[src/rtl/eis_pkg.sv]
package eis_pkg;
  localparam int FIELD_W = 2;

  typedef enum logic [FIELD_W-1:0] {
    SENSE_LOW  = 2'b00,
    SENSE_ANY  = 2'b01,
    SENSE_FALL = 2'b10,
    SENSE_RISE = 2'b11
  } sense_e;
endpackage

[src/rtl/eis_sync.sv]
module eis_sync #(
  parameter int STAGES  = 2,
  parameter bit RST_VAL = 1'b1
) (
  input  logic clk,
  input  logic rst_n,
  input  logic d_i,
  output logic q_o
);
  logic [STAGES-1:0] chain_q;

  always_ff @(posedge clk or negedge rst_n) begin
    if (!rst_n) chain_q <= {STAGES{RST_VAL}};
    else        chain_q <= {chain_q[STAGES-2:0], d_i};
  end

  assign q_o = chain_q[STAGES-1];
endmodule

[src/rtl/eis_ctrl_reg.sv]
module eis_ctrl_reg
  import eis_pkg::*;
#(
  parameter int CH    = 2,
  parameter int REG_W = 8
) (
  input  logic                  clk,
  input  logic                  rst_n,
  input  logic                  wr_en_i,
  input  logic [REG_W-1:0]      wdata_i,
  output logic [REG_W-1:0]      rdata_o,
  output logic [CH*FIELD_W-1:0] modes_o,
  output logic [CH-1:0]         chg_o
);
  localparam int USED_W = CH * FIELD_W;

  logic [USED_W-1:0] modes_q;

  always_ff @(posedge clk or negedge rst_n) begin
    if (!rst_n)       modes_q <= '0;
    else if (wr_en_i) modes_q <= wdata_i[USED_W-1:0];
  end

  for (genvar i = 0; i < CH; i++) begin : g_chg
    assign chg_o[i] = wr_en_i &&
      (wdata_i[i*FIELD_W +: FIELD_W] != modes_q[i*FIELD_W +: FIELD_W]);
  end

  always_comb begin
    rdata_o = '0;
    rdata_o[USED_W-1:0] = modes_q;
  end

  assign modes_o = modes_q;

  a_r2_reserved_zero: assert property (@(posedge clk) disable iff (!rst_n)
    rdata_o[REG_W-1:USED_W] == '0);

  a_r3_write_visible: assert property (@(posedge clk) disable iff (!rst_n)
    wr_en_i |=> rdata_o[USED_W-1:0] == $past(wdata_i[USED_W-1:0]));
endmodule

[src/rtl/eis_channel.sv]
module eis_channel
  import eis_pkg::*;
#(
  parameter int SYNC_STAGES = 2
) (
  input  logic   clk,
  input  logic   rst_n,
  input  logic   pin_i,
  input  sense_e mode_i,
  input  logic   chg_i,
  input  logic   ack_i,
  output logic   pend_o,
  output logic   lvl_o
);
  logic pin_s, prev_q, pend_q;
  logic rise, fall, hit;

  eis_sync #(.STAGES(SYNC_STAGES), .RST_VAL(1'b1)) u_sync (
    .clk  (clk),
    .rst_n(rst_n),
    .d_i  (pin_i),
    .q_o  (pin_s)
  );

  always_ff @(posedge clk or negedge rst_n) begin
    if (!rst_n) prev_q <= 1'b1;
    else        prev_q <= pin_s;
  end

  always_comb begin
    rise = pin_s & ~prev_q;
    fall = ~pin_s & prev_q;
    unique case (mode_i)
      SENSE_ANY:  hit = rise | fall;
      SENSE_FALL: hit = fall;
      SENSE_RISE: hit = rise;
      default:    hit = 1'b0;
    endcase
  end

  always_ff @(posedge clk or negedge rst_n) begin
    if (!rst_n)     pend_q <= 1'b0;
    else if (chg_i) pend_q <= 1'b0;
    else if (hit)   pend_q <= 1'b1;
    else if (ack_i) pend_q <= 1'b0;
  end

  assign pend_o = pend_q;
  assign lvl_o  = (mode_i == SENSE_LOW) & ~pin_s;

  a_r4_low_never_latches: assert property (@(posedge clk) disable iff (!rst_n)
    (mode_i == SENSE_LOW) |-> !pend_q);

  a_r7_rise_captured: assert property (@(posedge clk) disable iff (!rst_n)
    (mode_i == SENSE_RISE && pin_s && !prev_q && !chg_i) |=> pend_q);

  a_r6_fall_captured: assert property (@(posedge clk) disable iff (!rst_n)
    (mode_i == SENSE_FALL && !pin_s && prev_q && !chg_i) |=> pend_q);

  a_r9_edge_beats_ack: assert property (@(posedge clk) disable iff (!rst_n)
    (ack_i && hit && !chg_i) |=> pend_q);

  a_r10_change_clears: assert property (@(posedge clk) disable iff (!rst_n)
    chg_i |=> !pend_q);
endmodule

[src/rtl/ext_irq_sense.sv]
module ext_irq_sense
  import eis_pkg::*;
#(
  parameter int CH          = 2,
  parameter int REG_W       = 8,
  parameter int SYNC_STAGES = 2
) (
  input  logic             clk,
  input  logic             rst_n,
  input  logic             cfg_wr_en,
  input  logic [REG_W-1:0] cfg_wdata,
  output logic [REG_W-1:0] cfg_rdata,
  input  logic             irq_global_en,
  input  logic [CH-1:0]    irq_mask,
  input  logic [CH-1:0]    ext_pin,
  input  logic [CH-1:0]    irq_ack,
  output logic [CH-1:0]    irq_req
);
  logic [CH*FIELD_W-1:0] modes;
  logic [CH-1:0]         chg, pend, lvl;

  eis_ctrl_reg #(.CH(CH), .REG_W(REG_W)) u_reg (
    .clk    (clk),
    .rst_n  (rst_n),
    .wr_en_i(cfg_wr_en),
    .wdata_i(cfg_wdata),
    .rdata_o(cfg_rdata),
    .modes_o(modes),
    .chg_o  (chg)
  );

  for (genvar i = 0; i < CH; i++) begin : g_ch
    sense_e mode_i;
    assign mode_i = sense_e'(modes[i*FIELD_W +: FIELD_W]);

    eis_channel #(.SYNC_STAGES(SYNC_STAGES)) u_ch (
      .clk   (clk),
      .rst_n (rst_n),
      .pin_i (ext_pin[i]),
      .mode_i(mode_i),
      .chg_i (chg[i]),
      .ack_i (irq_ack[i]),
      .pend_o(pend[i]),
      .lvl_o (lvl[i])
    );

    assign irq_req[i] = irq_global_en & irq_mask[i] & (pend[i] | lvl[i]);
  end

  a_r8_global_gate: assert property (@(posedge clk) disable iff (!rst_n)
    !irq_global_en |-> irq_req == '0);

  a_r8_mask_gate: assert property (@(posedge clk) disable iff (!rst_n)
    (irq_req & ~irq_mask) == '0);
endmodule

[config.mk]
export PLATFORM = sky130hd
export DESIGN_NAME = ext_irq_sense
export DESIGN_NICKNAME = d
export VERILOG_FILES = /design/src/rtl/eis_pkg.sv /design/src/rtl/eis_sync.sv /design/src/rtl/eis_ctrl_reg.sv /design/src/rtl/eis_channel.sv /design/src/rtl/ext_irq_sense.sv
export SDC_FILE = /design/constraint.sdc
export NUM_CORES = 1
export LEC_CHECK = 0
export CAP_MARGIN = 20
export CORE_MARGIN = 4
export CORE_UTILIZATION = 42
export CTS_BUF_LIST = sky130_fd_sc_hd__clkbuf_4
export DETAILED_ROUTE_END_ITERATION = 16
export PLACE_DENSITY = 0.85
export SLEW_MARGIN = 25
export SYNTH_ARGS = -nofsm -noshare
export SYNTH_HDL_FRONTEND = slang
export SYNTH_HIERARCHICAL = 1
export SYNTH_SLANG_ARGS = --single-unit
[constraint.sdc]
create_clock -name clk -period 2.05 [get_ports clk]
set_input_delay 0.3075 -clock clk [delete_from_list [all_inputs] [get_ports clk]]
set_output_delay 0.3075 -clock clk [all_outputs]
set_load 0.1 [all_outputs]
## After elaboration in Yosys (flattened, before gate mapping)

Index checks and enable logic that the tools add are counted.

| operators by class | value |
|---|---|
| mux-type cells | 8 |
| bitwise gates (word level) | 18 |
| equality and inequality tests | 8 |
| reduce and logical (&&, ||, !) cells | 6 |

Operator list:

| operator | count |
|---|---|
| $and A1 B1 Y1 | 10 |
| $eq A2 B2 Y1 const B | 4 |
| $mux W1 | 6 |
| $pmux W1 S3 | 2 |
| $reduce_bool A3 Y1 | 2 |
| $eq A2 B1 Y1 const B | 2 |
| $logic_not A2 Y1 | 2 |
| $ne A2 B2 Y1 | 2 |
| $not A1 Y1 | 4 |
| $or A1 B1 Y1 | 4 |
| $logic_and A1 B1 Y1 | 2 |

| storage, ports and cells | value |
|---|---|
| logic and storage cells | 47 |
| bits in registers | 12 |
| output and inout bits | 10 |

## Depth between registers and ports, before layout

Gate-level depths: netlist of the first run.

| depth | value |
|---|---|
| depth in word-level cells | 6 |
| gate-level depth with buffers | 4 |
| mapped depth without buffers | 4 |

## Modules after synthesis

The synthesis of the first run kept the hierarchy.

Modules (own cells, without submodules):

| module | cells each | instances | area each (um2) | seq. area each (um2) |
|---|---|---|---|---|
| eis_channel | 12 | 2 | 130.1 | 51.3 |
| eis_ctrl_reg | 23 | 1 | 259.0 | 100.1 |
| eis_sync | 2 | 2 | 52.6 | 52.6 |
| ext_irq_sense | 2 | 1 | 20.0 | 0.0 |

## Worst setup path after synthesis of the first run

OpenSTA, ideal clock, no wires.

| path | value |
|---|---|
| kind | register to output |
| from | register u_reg.modes_q[1], in the netlist u_reg/modes_o[1] |
| to | output port irq_req[0] |
| buffers on the path | 0 |
| required time | 1.742 ns |
| stages on the path, launching flop included | 3 |
| path slack | 0.452 ns |
| arrival | 1.290 ns |
| path through | dfrtp_1 > nor3_1 > o211a_1 |

| on the way | value |
|---|---|
| cells in the longest elaborated chain, start to end | 4 |

Ends and longest elaborated chain:

| what | RTL line | source |
|---|---|---|
| from (decl) | eis_ctrl_reg.sv:17 | `logic [USED_W-1:0] modes_q;` |
| from (signal assigned) | eis_ctrl_reg.sv:21 | `else if (wr_en_i) modes_q <= wdata_i[USED_W-1:0];` |
| $logic_not A2 Y1 | eis_channel.sv:49 | `assign lvl_o = (mode_i == SENSE_LOW) & ~pin_s;` |
| $and A1 B1 Y1 | eis_channel.sv:49 |  |
| named net lvl[0] | ext_irq_sense.sv:20 | `logic [CH-1:0] chg, pend, lvl;` |
| $or A1 B1 Y1 | ext_irq_sense.sv:47 | `assign irq_req[i] = irq_global_en & irq_mask[i] & (pend[i] \| lvl[i]);` |
| $and A1 B1 Y1 | ext_irq_sense.sv:47 |  |
| to (decl) | ext_irq_sense.sv:17 | `output logic [CH-1:0] irq_req` |

The timed path passes the listed nets, and every way through them passes these cells.

## Worst setup path after layout of the first run

Same ends and word-level chain as after synthesis.

==> run metrics, run 1 <==
Cells after Synth=53; layout cells sized above 1=0.2958; Critical Path, Cell by Cell=nor3_1, o211a_1, buf_12; detailed placement HPWL=934.1 um; final setup fails=0; Post-Route WL=1.110 mm; largest stage delay on the critical path=0.44 ns; delay-heaviest family, CP=flip-flops; Leakage=0.3962 nW; Layout area overhead=30.49%; MaxCap Viol Count=0; Worst EP arrival=1.32 ns; core area=1366 um^2; Setup Skew=0.0004083 ns; # port buffers=19; crit start category=flip-flop; post-synthesis cell type count=15; relative max-transition margin=0.6543; CTS Hold Buffers Added=0; Hold Violations, Final=0; Hold Slack=0.3573 ns; crit share post-route=0.7939; WP buf/inv=1; GR Util All Layers=0.1201; Congestion Overflow GR=0; 1st-iter DRT viols=2; pwr/cell area=764.4 nW/um^2; Initial Util=0.4716; Worst Setup Path Type=flip-flop to output pin; routed wire length per instance=12.91 um; Clock Tree Buf Depth=2; CTS resizes=0; Slew @ Worst Pin=0.5170 ns; largest net degree at the start of global routing=13; Crit-path slowest cell=dfrtp_1; RSZ-0062 raised after global routing=false; clk sinks=12; Post-CTS Setup Repair Bufs=0; number of global-route vias before repair=436; worst skew pair latency=0.26 ns; fin crit period=1.627 ns; first-pass GRT wire length=1.807 mm; detail-routed via count per cell=4.814; fin nets=94; Worst EP required=1.74 ns; Worst VDD drop=0.5635 mV; DIE AREA=2225 um^2; DR pass1 iterations=4; placed instance area=814.5 um^2; total CTS buffers=3; leading cell types in the layout, fill and taps excluded=13 x clkdlybuf4s50_1, 6 x inv_1, 6 x dfrtp_1, 6 x dfstp_2; top_reg_cell synth=dfstp_2; Rows=13; setup TNS=0 ns; commonest non-fill, non-tap cell in the layout=clkdlybuf4s50_1; # diodes=0; CTS tree=yes; Die Wd=47.17 um; placer congestion estimate=0.6811; number of remaining DRC errors=0; Syn. warnings=6; clk slew on worst S/H paths=0.07 ns; post-synthesis sequential area ratio=0.4777; register bit total from synthesis=12; initial antenna violation count=0; EDFF count, synth=0; IO Count=28; crit end category=output pin; Root Driver=clkbuf_4; Async S/R FF share, synth=1.000; via count=414; fmax=614.5 MHz; CP Max Fanout=6; status=completed; Avg Cell Area, Syn=12.16 um^2; H-Tree Depth=1; DRT antenna net count=0; hold crit path type=flip-flop to flip-flop; Post-Syn Area=644.4 um^2; die height=47.17 um; count of pins over their slew limit=0; fin area=840.8 um^2
==> through the flow <==
stage	setup WS, ns	power [W]	util	cells
after global routing	0.3210	0.0006795	0.6154	86
after global placement	0.3287	0.0004994	0.5962	82
after floorplan	0.4520	0.0004535	-	56
after detailed placement	0.2554	0.0005057	0.5962	82
final	0.4226	0.0006427	0.6154	86
after CTS	0.4135	0.0006526	0.6154	86
==> state kept, by name, summed over array words and instances, names as in the netlist <==
signal                    flops
g_ch.u_ch/u_sync/chain_q      4
u_reg/modes_o                 4
g_ch.u_ch/pend_o              2
g_ch.u_ch/prev_q              2
==> worst paths after layout <==
kind | startpoint | endpoint | slack [ns] | cells after the start
min | g_ch[1].u_ch/u_sync/chain_q[0]$_DFF_PN1_ | g_ch[1].u_ch/u_sync/chain_q[1]$_DFF_PN1_ | 0.36 | 0
max | u_reg/modes_o[1]$_DFFE_PN0P_ | irq_req[0] | 0.42 | 3
max in group asynchronous | rst_n | g_ch[1].u_ch/u_sync/chain_q[1]$_DFF_PN1_ | 1.31 | 1
min in group asynchronous | rst_n | u_reg/modes_o[1]$_DFFE_PN0P_ | 0.38 | 1
min reg2reg | g_ch[1].u_ch/u_sync/chain_q[0]$_DFF_PN1_ | g_ch[1].u_ch/u_sync/chain_q[1]$_DFF_PN1_ | 0.36 | 0
max reg2reg | g_ch[1].u_ch/u_sync/chain_q[1]$_DFF_PN1_ | g_ch[1].u_ch/pend_o$_DFFE_PN0P_ | 0.45 | 4
==> synthesized netlist by cell type (all sizes together) (4+ instances only) <==
cell type | number | share of area
buf | 8 | 0.093
dfrtp | 6 | 0.23
dfstp | 6 | 0.24
inv | 6 | 0.035
ha | 4 | 0.078
mux2 | 4 | 0.070
xnor2 | 4 | 0.054
==> area by class of cell <==
| type | count | area [um^2] |
|---|---|---|
| repair buffers | 19 | 200.2 |
| fillers | 130 | 525.5 |
| flip-flops and latches | 12 | 307.8 |
| well taps | 15 | 18.77 |
| clock inverters | 1 | 3.754 |
| inverters | 6 | 22.52 |
| clock buffers | 3 | 22.52 |
| multi-input cells | 30 | 265.3 |
==> routing by layer <==
metal,global-route usage,vias up,routed length (um),part of all wire
met5,0,-,0,0
met4,0.04972,0,0,0
met3,0.03831,0,120,0.11
met2,0.2060,19,541,0.49
met1,0.1371,188,448,0.40
li1,-,207,-,-
==> worst register-to-register path, stage by stage, from the launching register on <==
cell and delay, ns:
dfstp_2 0.56, inv_1 0.05, ha_1 0.27, or4b_1 0.51, o311ai_1 0.11
==> cell families (layout without fill, tap and decap cells) <==
group,after synthesis,after routing,share of synthesized area
flops,12,12,0.4777
buf+inv,14,29,0.1282
compound gates,6,6,0.08155
fa+ha+maj,4,4,0.07767
mux,6,6,0.1010
simple gates,6,6,0.07379
other cells,1,4,0.005820
xor+xnor,4,4,0.05436
==> power by group <==
group / switching, W / internal (W)
logic: 0.000144 / 0.0000727
registers: 0.0000215 / 0.000262
clock network: 0.0000725 / 0.0000703
Note: power is estimated with default switching activity, not from simulation.
==> run 2, diff against run 1 <==
--- a/config.mk
+++ b/config.mk
@@ -7,10 +7,10 @@
 export LEC_CHECK = 0
 export CAP_MARGIN = 20
 export CORE_MARGIN = 4
-export CORE_UTILIZATION = 42
+export CORE_UTILIZATION = 38
 export CTS_BUF_LIST = sky130_fd_sc_hd__clkbuf_4
 export DETAILED_ROUTE_END_ITERATION = 16
-export PLACE_DENSITY = 0.85
+export PLACE_DENSITY = 0.81
 export SLEW_MARGIN = 25
 export SYNTH_ARGS = -nofsm -noshare
 export SYNTH_HDL_FRONTEND = slang
==> constraint.sdc (replaced) <==
create_clock -name clk -period 1.36 [get_ports clk]
set_input_delay 0.204 -clock clk [delete_from_list [all_inputs] [get_ports clk]]
set_output_delay 0.204 -clock clk [all_outputs]
set_load 0.1 [all_outputs]
==> run metrics, run 2 (same netlist as run 1, synthesis figures left out) <==
status=finished, violations left; failing checks=setup timing; worst skew pair latency=0.27 ns (about the same); number of remaining DRC errors=0 (unchanged); count of pins over their slew limit=0 (unchanged); # port buffers=19 (unchanged); Setup Slack @ Placement=-0.2935 ns (-0.5489 ns); clk sinks=12 (unchanged); total power draw=0.001102 W (+71%); IO Count=28 (unchanged); 1st-iter DRT viols=5 (+3); pwr/cell area=1015 nW/um^2 (+33%); DRT antenna net count=0 (unchanged); RSZ-0062 raised after global routing=true; total CTS buffers=3 (unchanged); GR Util All Layers=0.1212 (+0.001118); MaxCap Viol Count=0 (unchanged); Setup Skew=0.005976 ns (+0.005568 ns); hold crit path type=primary input to async pin; Worst VDD drop=0.7110 mV (+26%); Initial Util=0.4133 (-0.05829); final setup fails=4 (+4); routed wire length per instance=13.03 um (+0.94%); placed instance area=955.9 um^2 (+17%); via count=491 (+19%); Worst EP arrival=1.37 ns (+0.05 ns); Worst EP required=1.16 ns (-0.58 ns); core area=1559 um^2 (+14%); Congestion Overflow GR=0 (unchanged); crit end category=output pin; Clock Tree Buf Depth=2 (unchanged); fin nets=111 (+18%); CTS Hold Buffers Added=0 (unchanged); fin crit period=1.579 ns; DR pass1 iterations=2 (-2); fmax=633.5 MHz; Hold Violations, Final=0 (unchanged); detail-routed via count per cell=4.721 (-1.9%); Die Wd=49.18 um (+4.3%); Post-Route WL=1.355 mm (+22%); die height=49.18 um (+4.3%); clk slew on worst S/H paths=0.08 ns (about the same); fin area=1085 um^2 (+29%); reg2reg setup slack=-0.20 ns (-0.65 ns); placer congestion estimate=0.7016 (+3.0%); initial antenna violation count=0 (unchanged); Leakage=0.4962 nW (+25%); largest net degree at the start of global routing=13 (unchanged); crit share post-route=1.161; CP Max Fanout=2 (-4); DIE AREA=2419 um^2 (+8.7%); CTS tree=yes; number of global-route vias before repair=515 (+18%); Worst Setup Path Type=flip-flop to output pin; Root Driver=clkbuf_4; first-pass GRT wire length=2.214 mm (+23%); PnR worst setup slack=-0.2186 ns (-0.6412 ns); H-Tree Depth=1 (unchanged); layout cells sized above 1=0.5000 (+0.2042); detailed placement HPWL=1.055 mm (+13%); leading cell types in the layout, fill and taps excluded=13 x buf_4, 13 x clkdlybuf4s50_1, 6 x dfrtp_1, 6 x dfstp_2, 6 x buf_12; Layout area overhead=68.35%; Rows=14 (+1); # diodes=0 (unchanged); crit start category=flip-flop
-- run 2: what timing repair did --
action | 4_1_cts | 5_1_grt
gates resized for setup | 5 | 6
buffers inserted | 2 | 3
pin swaps | 6 | 4
endpoints found under the hold margin | 0 | 0
endpoints found under the setup margin | 4 | 5
gates cloned | 0 | 0
-- run 2: layer usage --
layer	share of wire	global-route usage
met5	0	0
met4	0	0.02844
met3	0.062	0.04893
met2	0.56	0.2344
met1	0.38	0.1166
-- run 2: final timing paths --
check / startpoint / end / depth (start not counted)
max reg2reg: g_ch[0].u_ch/u_sync/chain_q[1]$_DFF_PN1_ / g_ch[0].u_ch/pend_o$_DFFE_PN0P_ / 5
min in group clk: ext_pin[1] / g_ch[1].u_ch/u_sync/chain_q[0]$_DFF_PN1_ / 1
min: rst_n / g_ch[1].u_ch/pend_o$_DFFE_PN0P_ / 2
min reg2reg: g_ch[0].u_ch/u_sync/chain_q[0]$_DFF_PN1_ / g_ch[0].u_ch/u_sync/chain_q[1]$_DFF_PN1_ / 0
max in group asynchronous: rst_n / g_ch[0].u_ch/u_sync/chain_q[1]$_DFF_PN1_ / 2
max: g_ch[0].u_ch/u_sync/chain_q[1]$_DFF_PN1_ / irq_req[0] / 4
-- run 2: stage by stage --
step	utilization	cells	setup TNS [ns]	hold WS (ns)
final	0.6958	104	-0.7790	0.2431
after global routing	0.6958	104	-0.9810	0.2411
after floorplan	-	56	-0.2647	-0.09159
after global placement	0.6132	95	-0.4936	0.3458
after detailed placement	0.6132	95	-0.5811	0.3500
after CTS	0.6589	101	-0.7515	0.2401
-- run 2: report_power, final --
group / internal (W) / switching [W] / leakage, nW / total (W)
Sequential: 0.000395 / 0.0000245 / 0.136 / 0.000419
Clock: 0.000106 / 0.000117 / 0.0154 / 0.000223
Combinational: 0.000201 / 0.000258 / 0.345 / 0.000459
-- run 2: area by class of cell --
cell class | instances | area, um^2
inverters | 6 | 22.52
well taps | 16 | 20.02
repair buffers | 36 | 392.9
fillers | 106 | 474.2
clock buffers | 3 | 22.52
multi-input cells | 30 | 315.3
clock inverters | 1 | 3.754
flip-flops and latches | 12 | 307.8
-- run 2: critical path, cell delays in order, from the launching register on --
cell and delay, ns:
dfstp_2 0.55, buf_6 0.11, nor3_4 0.04, o211a_4 0.25, buf_12 0.16
